## config.mk

```make
export PLATFORM = sky130hd
export DESIGN_NAME = alu_core
export DESIGN_NICKNAME = d
export VERILOG_FILES = /design/src/rtl/alu_pkg.sv /design/src/rtl/alu_bit_slice.sv /design/src/rtl/alu_ripple_chain.sv /design/src/rtl/alu_result_sel.sv /design/src/rtl/alu_core.sv
export SDC_FILE = /design/constraint.sdc
export NUM_CORES = 1
export LEC_CHECK = 0
export ABC_AREA = 1
export BUFFER_PORTS_ARGS = -buffer_cell sky130_fd_sc_hd__buf_2
export CAP_MARGIN = 20
export CORE_MARGIN = 2
export CORE_UTILIZATION = 50
export DETAILED_ROUTE_END_ITERATION = 12
export PLACE_DENSITY_LB_ADDON = 0.3
export SLEW_MARGIN = 20
export SYNTH_ARGS = -nofsm -noshare
export SYNTH_HDL_FRONTEND = slang
export SYNTH_SLANG_ARGS = --single-unit
export TNS_END_PERCENT = 10
```

## constraint.sdc

```tcl
create_clock -name vclk -period 40.9
set_clock_uncertainty 0.2 [all_clocks]
set_input_delay 12.27 -clock vclk [all_inputs]
set_output_delay 12.27 -clock vclk [all_outputs]
set_load 0.01 [all_outputs]
```

## src/rtl/alu_pkg.sv

```systemverilog
package alu_pkg;

  localparam int MODE_W = 4;

  typedef enum logic [MODE_W-1:0] {
    MODE_ADD  = 4'd0,
    MODE_ADDU = 4'd1,
    MODE_SUB  = 4'd2,
    MODE_SUBU = 4'd3,
    MODE_AND  = 4'd4,
    MODE_OR   = 4'd5,
    MODE_XOR  = 4'd6,
    MODE_NOR  = 4'd7,
    MODE_SLT  = 4'd12,
    MODE_SLTU = 4'd13
  } alu_mode_e;

  typedef enum logic [2:0] {
    SEL_SUM,
    SEL_AND,
    SEL_OR,
    SEL_XOR,
    SEL_NOR,
    SEL_LTS,
    SEL_LTU,
    SEL_NONE
  } res_sel_e;

  typedef struct packed {
    logic     b_negate;
    logic     flag_carry;
    logic     flag_signed;
    res_sel_e sel;
  } alu_ctrl_t;

  function automatic alu_ctrl_t decode_mode(input logic [MODE_W-1:0] mode);
    alu_ctrl_t c;
    c = '{b_negate: 1'b0, flag_carry: 1'b0, flag_signed: 1'b0, sel: SEL_NONE};
    case (mode)
      MODE_ADD:  c = '{b_negate: 1'b0, flag_carry: 1'b1, flag_signed: 1'b1, sel: SEL_SUM};
      MODE_ADDU: c = '{b_negate: 1'b0, flag_carry: 1'b1, flag_signed: 1'b0, sel: SEL_SUM};
      MODE_SUB:  c = '{b_negate: 1'b1, flag_carry: 1'b1, flag_signed: 1'b1, sel: SEL_SUM};
      MODE_SUBU: c = '{b_negate: 1'b1, flag_carry: 1'b1, flag_signed: 1'b0, sel: SEL_SUM};
      MODE_AND:  c.sel = SEL_AND;
      MODE_OR:   c.sel = SEL_OR;
      MODE_XOR:  c.sel = SEL_XOR;
      MODE_NOR:  c.sel = SEL_NOR;
      MODE_SLT:  c = '{b_negate: 1'b1, flag_carry: 1'b1, flag_signed: 1'b0, sel: SEL_LTS};
      MODE_SLTU: c = '{b_negate: 1'b1, flag_carry: 1'b1, flag_signed: 1'b0, sel: SEL_LTU};
      default:   c.sel = SEL_NONE;
    endcase
    return c;
  endfunction

endpackage

```

## src/rtl/alu_bit_slice.sv

```systemverilog
module alu_bit_slice (
  input  logic a_i,
  input  logic b_i,
  input  logic b_negate_i,
  input  logic cin_i,
  output logic sum_o,
  output logic cout_o
);

  logic b_eff;

  always_comb begin
    b_eff  = b_i ^ b_negate_i;
    sum_o  = a_i ^ b_eff ^ cin_i;
    cout_o = (a_i & b_eff) | (a_i & cin_i) | (b_eff & cin_i);
  end

endmodule

```

## src/rtl/alu_ripple_chain.sv

```systemverilog
module alu_ripple_chain #(
  parameter int WIDTH = 32
) (
  input  logic [WIDTH-1:0] a_i,
  input  logic [WIDTH-1:0] b_i,
  input  logic             b_negate_i,
  output logic [WIDTH-1:0] sum_o,
  output logic             carry_msb_in_o,
  output logic             carry_out_o
);

  localparam int MSB = WIDTH - 1;

  logic [WIDTH:0] carry;

  assign carry[0] = b_negate_i;

  for (genvar i = 0; i < WIDTH; i++) begin : g_slice
    alu_bit_slice i_slice (
      .a_i        (a_i[i]),
      .b_i        (b_i[i]),
      .b_negate_i (b_negate_i),
      .cin_i      (carry[i]),
      .sum_o      (sum_o[i]),
      .cout_o     (carry[i+1])
    );
  end

  assign carry_msb_in_o = carry[MSB];
  assign carry_out_o    = carry[WIDTH];


  always_comb begin
    if (b_negate_i && (b_i == '0)) begin
      sub_zero_carry_chk: assert (carry_out_o && (sum_o == a_i))
        else $error("subtracting zero must carry out and keep A");
    end
  end

endmodule

```

## src/rtl/alu_result_sel.sv

```systemverilog
module alu_result_sel
  import alu_pkg::*;
#(
  parameter int WIDTH = 32
) (
  input  res_sel_e         sel_i,
  input  logic [WIDTH-1:0] a_i,
  input  logic [WIDTH-1:0] b_i,
  input  logic [WIDTH-1:0] sum_i,
  input  logic             set_signed_i,
  input  logic             set_unsigned_i,
  output logic [WIDTH-1:0] result_o
);

  localparam int PAD_W = WIDTH - 1;

  always_comb begin
    case (sel_i)
      SEL_SUM: result_o = sum_i;
      SEL_AND: result_o = a_i & b_i;
      SEL_OR:  result_o = a_i | b_i;
      SEL_XOR: result_o = a_i ^ b_i;
      SEL_NOR: result_o = ~(a_i | b_i);
      SEL_LTS: result_o = {{PAD_W{1'b0}}, set_signed_i};
      SEL_LTU: result_o = {{PAD_W{1'b0}}, set_unsigned_i};
      default: result_o = '0;
    endcase
  end


  always_comb begin
    if ((sel_i == SEL_LTS) || (sel_i == SEL_LTU)) begin
      slt_upper_clear_chk: assert (result_o[WIDTH-1:1] == '0)
        else $error("compare result has upper bits set");
    end
  end

endmodule

```

## src/rtl/alu_core.sv

```systemverilog
module alu_core
  import alu_pkg::*;
#(
  parameter int WIDTH = 32
) (
  input  logic [WIDTH-1:0]  op_a_i,
  input  logic [WIDTH-1:0]  op_b_i,
  input  logic [MODE_W-1:0] mode_i,
  output logic [WIDTH-1:0]  result_o,
  output logic              carry_o,
  output logic              overflow_o,
  output logic              zero_o
);

  localparam int MSB = WIDTH - 1;

  alu_ctrl_t        ctrl;
  logic [WIDTH-1:0] sum;
  logic             c_msb_in;
  logic             c_out;
  logic             ovf_raw;
  logic             set_signed;
  logic             set_unsigned;

  always_comb begin
    ctrl = decode_mode(mode_i);
  end

  alu_ripple_chain #(.WIDTH(WIDTH)) i_chain (
    .a_i            (op_a_i),
    .b_i            (op_b_i),
    .b_negate_i     (ctrl.b_negate),
    .sum_o          (sum),
    .carry_msb_in_o (c_msb_in),
    .carry_out_o    (c_out)
  );

  always_comb begin
    ovf_raw      = c_msb_in ^ c_out;
    set_signed   = sum[MSB] ^ ovf_raw;
    set_unsigned = ~c_out;
    carry_o      = ctrl.flag_carry & c_out;
    overflow_o   = ctrl.flag_signed & ovf_raw;
  end

  alu_result_sel #(.WIDTH(WIDTH)) i_sel (
    .sel_i          (ctrl.sel),
    .a_i            (op_a_i),
    .b_i            (op_b_i),
    .sum_i          (sum),
    .set_signed_i   (set_signed),
    .set_unsigned_i (set_unsigned),
    .result_o       (result_o)
  );

  assign zero_o = ~|result_o;


  always_comb begin
    if ((mode_i == MODE_ADD) && (op_a_i[MSB] != op_b_i[MSB])) begin
      no_overflow_chk: assert (!overflow_o)
        else $error("opposite-sign add flagged overflow");
    end
  end


  always_comb begin
    if ((mode_i != MODE_ADD) && (mode_i != MODE_SUB)) begin
      unsigned_no_ovf_chk: assert (!overflow_o)
        else $error("overflow raised outside signed add/sub");
    end
  end


  always_comb begin
    if (ctrl.sel inside {SEL_AND, SEL_OR, SEL_XOR, SEL_NOR, SEL_NONE}) begin
      logic_flags_clear_chk: assert (!carry_o && !overflow_o)
        else $error("logic or unused mode left a flag set");
    end
  end


  always_comb begin
    if (ctrl.sel == SEL_NONE) begin
      unused_zero_chk: assert (zero_o)
        else $error("unused mode gave nonzero result");
    end
  end

endmodule

```

==> out/metrics.cfg <==
[die]
dieArea_sq_um=8120
die_w_um=90.1
rows=31
die_h_um=90.1
initial_core_util_pct=51.4
core-area_sq_um=7210
io_pins=103

[flow_run]
max_cap_viol_count=0

[layout]
seq_cells=0
multi_input_area_sq_um=3120
regArea_sq_um=0
design_area_sq_um=4300
final_common_cell=nand2_1
nets=838
fillers=743
layout-drive-gt1-share_pct=17.6
layout_common_cells=nand2_1, inv_1, buf_2
syn2layout_area_growth_pct=15.9
nClkBuffers=0
n_antenna_cell=0

[timing]
fmax_mhz=25.2
period_share_pct=97.1
setup_viol=0
relSlewSlack_pct=40.8
final.setup.tns_ps=0
tightest_slew_ps=888
fin_crit_ps=39710
slew_violations=0
setup_slack_ps=1190
rsz0062_at_grt=no
hold_violations=0

[power_and_ir_drop]
p_per_area_nw_per_um2=13.6
clockPowerShare_pct=0
switchingPower_w=0.0000349
pwr-share-seq_pct=0
cellLeakagePower_nw=2.75
ir_drop_v=0.00000660
p_sw_share_pct=59.7
pwr-share-comb_pct=100.0
p_int_w=0.0000236

[routing]
wirelength_mm=9.42
firstDrtPassIters=5
antenna_left=0
via_count=3876
via_per_inst=5.03
drt-initial-drc-count=161
wl_per_cell_um=12.2
drc=0

[setup_path]
crit_type=input port to output pin
critPathMaxStageDelay_ps=480
worst_ep_required_time_ps=28430
worst_path_max_delay_cell=fa_1
cpMostUsedCell=fa_1
worst-path-max-fanout=18
cp.arrival_ps=27240
cp-end-kind=output pin
cp-start-kind=input port

[min_path]
hp-start=mode_i[0]
hold_end=overflow_o
min_delay_path_depth=3
hold_class=input port to output pin

[global_route]
gr-total-overflow=0
antenna_found_initial=0
use_met3_pct=0.838
grt_use_total_pct=23.1
met2_usage_pct=43.0
grt_pass1_wl_mm=16.4
grtUsageMet1_pct=30.0
grt_start_max_net_pins=92
grt_pass1_vias=3875
grt_busiest_layer=met2

[placement]
placed_area_sq_um=4300
gp_congestion=0.816
dpl.hpwl_mm=7.26
io_buffers=103
pre_cts_slack_ps=1070

[synth]
synth_fp_nets=750
syn_area_per_cell_sq_um=6.33
synth_area_sq_um=3710
syn_inst=586
seq_area_frac_synth_pct=0
yosysWarnings=0
synth.distinct_cells=18

[cts]
holdBufCountCts=0
cts_setup_buffers=0
cts-resized-gates=0

[run_status]
status=finished clean

## area by class of cell
cell class                 instances  area share [%]
inverter                         127            11.1
tap                               99            2.88
timing repair buffer             111            13.4
multi-input combinational        434            72.6
## how the worst max path moves through the flow
stage                     startpoint     end  slack [ps]  depth (start not counted)
final                      mode_i[2]  zero_o        1190                         49
after floorplan            mode_i[2]  zero_o        1920                         47
after global placement     mode_i[3]  zero_o        1330                         49
after CTS                  mode_i[3]  zero_o        1040                         49
after detailed placement   mode_i[3]  zero_o        1070                         49
after global routing       mode_i[3]  zero_o         440                         49
## logic make-up after synthesis
kind of cell / count (synthesis) / synth area share, %
AO/OA/AOI/OAI: 8 / 1.15
AND/OR/NAND/NOR: 298 / 36.3
adder cells (fa/ha/maj): 96 / 38.9
buffers and inverters: 152 / 16.1
XOR/XNOR: 32 / 7.56
## per-stage QoR
stage	std cells	utilization (%)	total power, W	hold slack [ps]
after floorplan	586	-	0.0000399	24390
after global placement	771	59.6	0.0000573	24680
after detailed placement	771	59.6	0.0000588	24680
after CTS	771	59.6	0.0000592	24680
after global routing	771	59.6	0.0000681	24700
final	771	59.6	0.0000584	24670
## power groups by stage
stage | Sequential [W] | Combinational [W] | Clock [W]
floorplan | 0 | 0.0000399 | 0
global placement | 0 | 0.0000573 | 0
detailed placement | 0 | 0.0000588 | 0
CTS | 0 | 0.0000592 | 0
global route | 0 | 0.0000681 | 0
finish | 0 | 0.0000584 | 0
## worst max-delay path: cells and delay by family
kind / cells / cell delay [ps]
xor gates and xnor gates: 1 / 110
adders and majority gates: 30 / 12660
buffers and inverters: 8 / 1220
AOI/OAI and AO/OA: 2 / 220
and+or+nand+nor: 8 / 760
## cell usage after synthesis
cell      count  area, sq um
inv_1       124          465
xor2_1       32          280
o21ai_0       7         35.0
clkbuf_1      7         26.3
clkinv_1      2         7.51
ha_1         64          801
nand3_1      95          475
inv_2         1         3.75
nand2_1     125          469
nor2_1       47          176
buf_2        16         80.1
nor3_1        1         5.00
nand4_1       1         6.26
buf_4         2         15.0
o211ai_1      1         7.51
nand3b_1     26          195
nor2_2        3         18.8
fa_1         32          641
## per-layer routing
| metal | vias to the layer above | part of all wire [%] | routed length [um] |
|---|---|---|---|
| li1 | 1948 | - | - |
| met1 | 1811 | 44 | 4160 |
| met2 | 109 | 50 | 4680 |
| met3 | 8 | 5.1 | 478 |
| met4 | 0 | 0.98 | 92 |
| met5 | - | 0 | 0 |
Power figures use the tool's default switching activity.
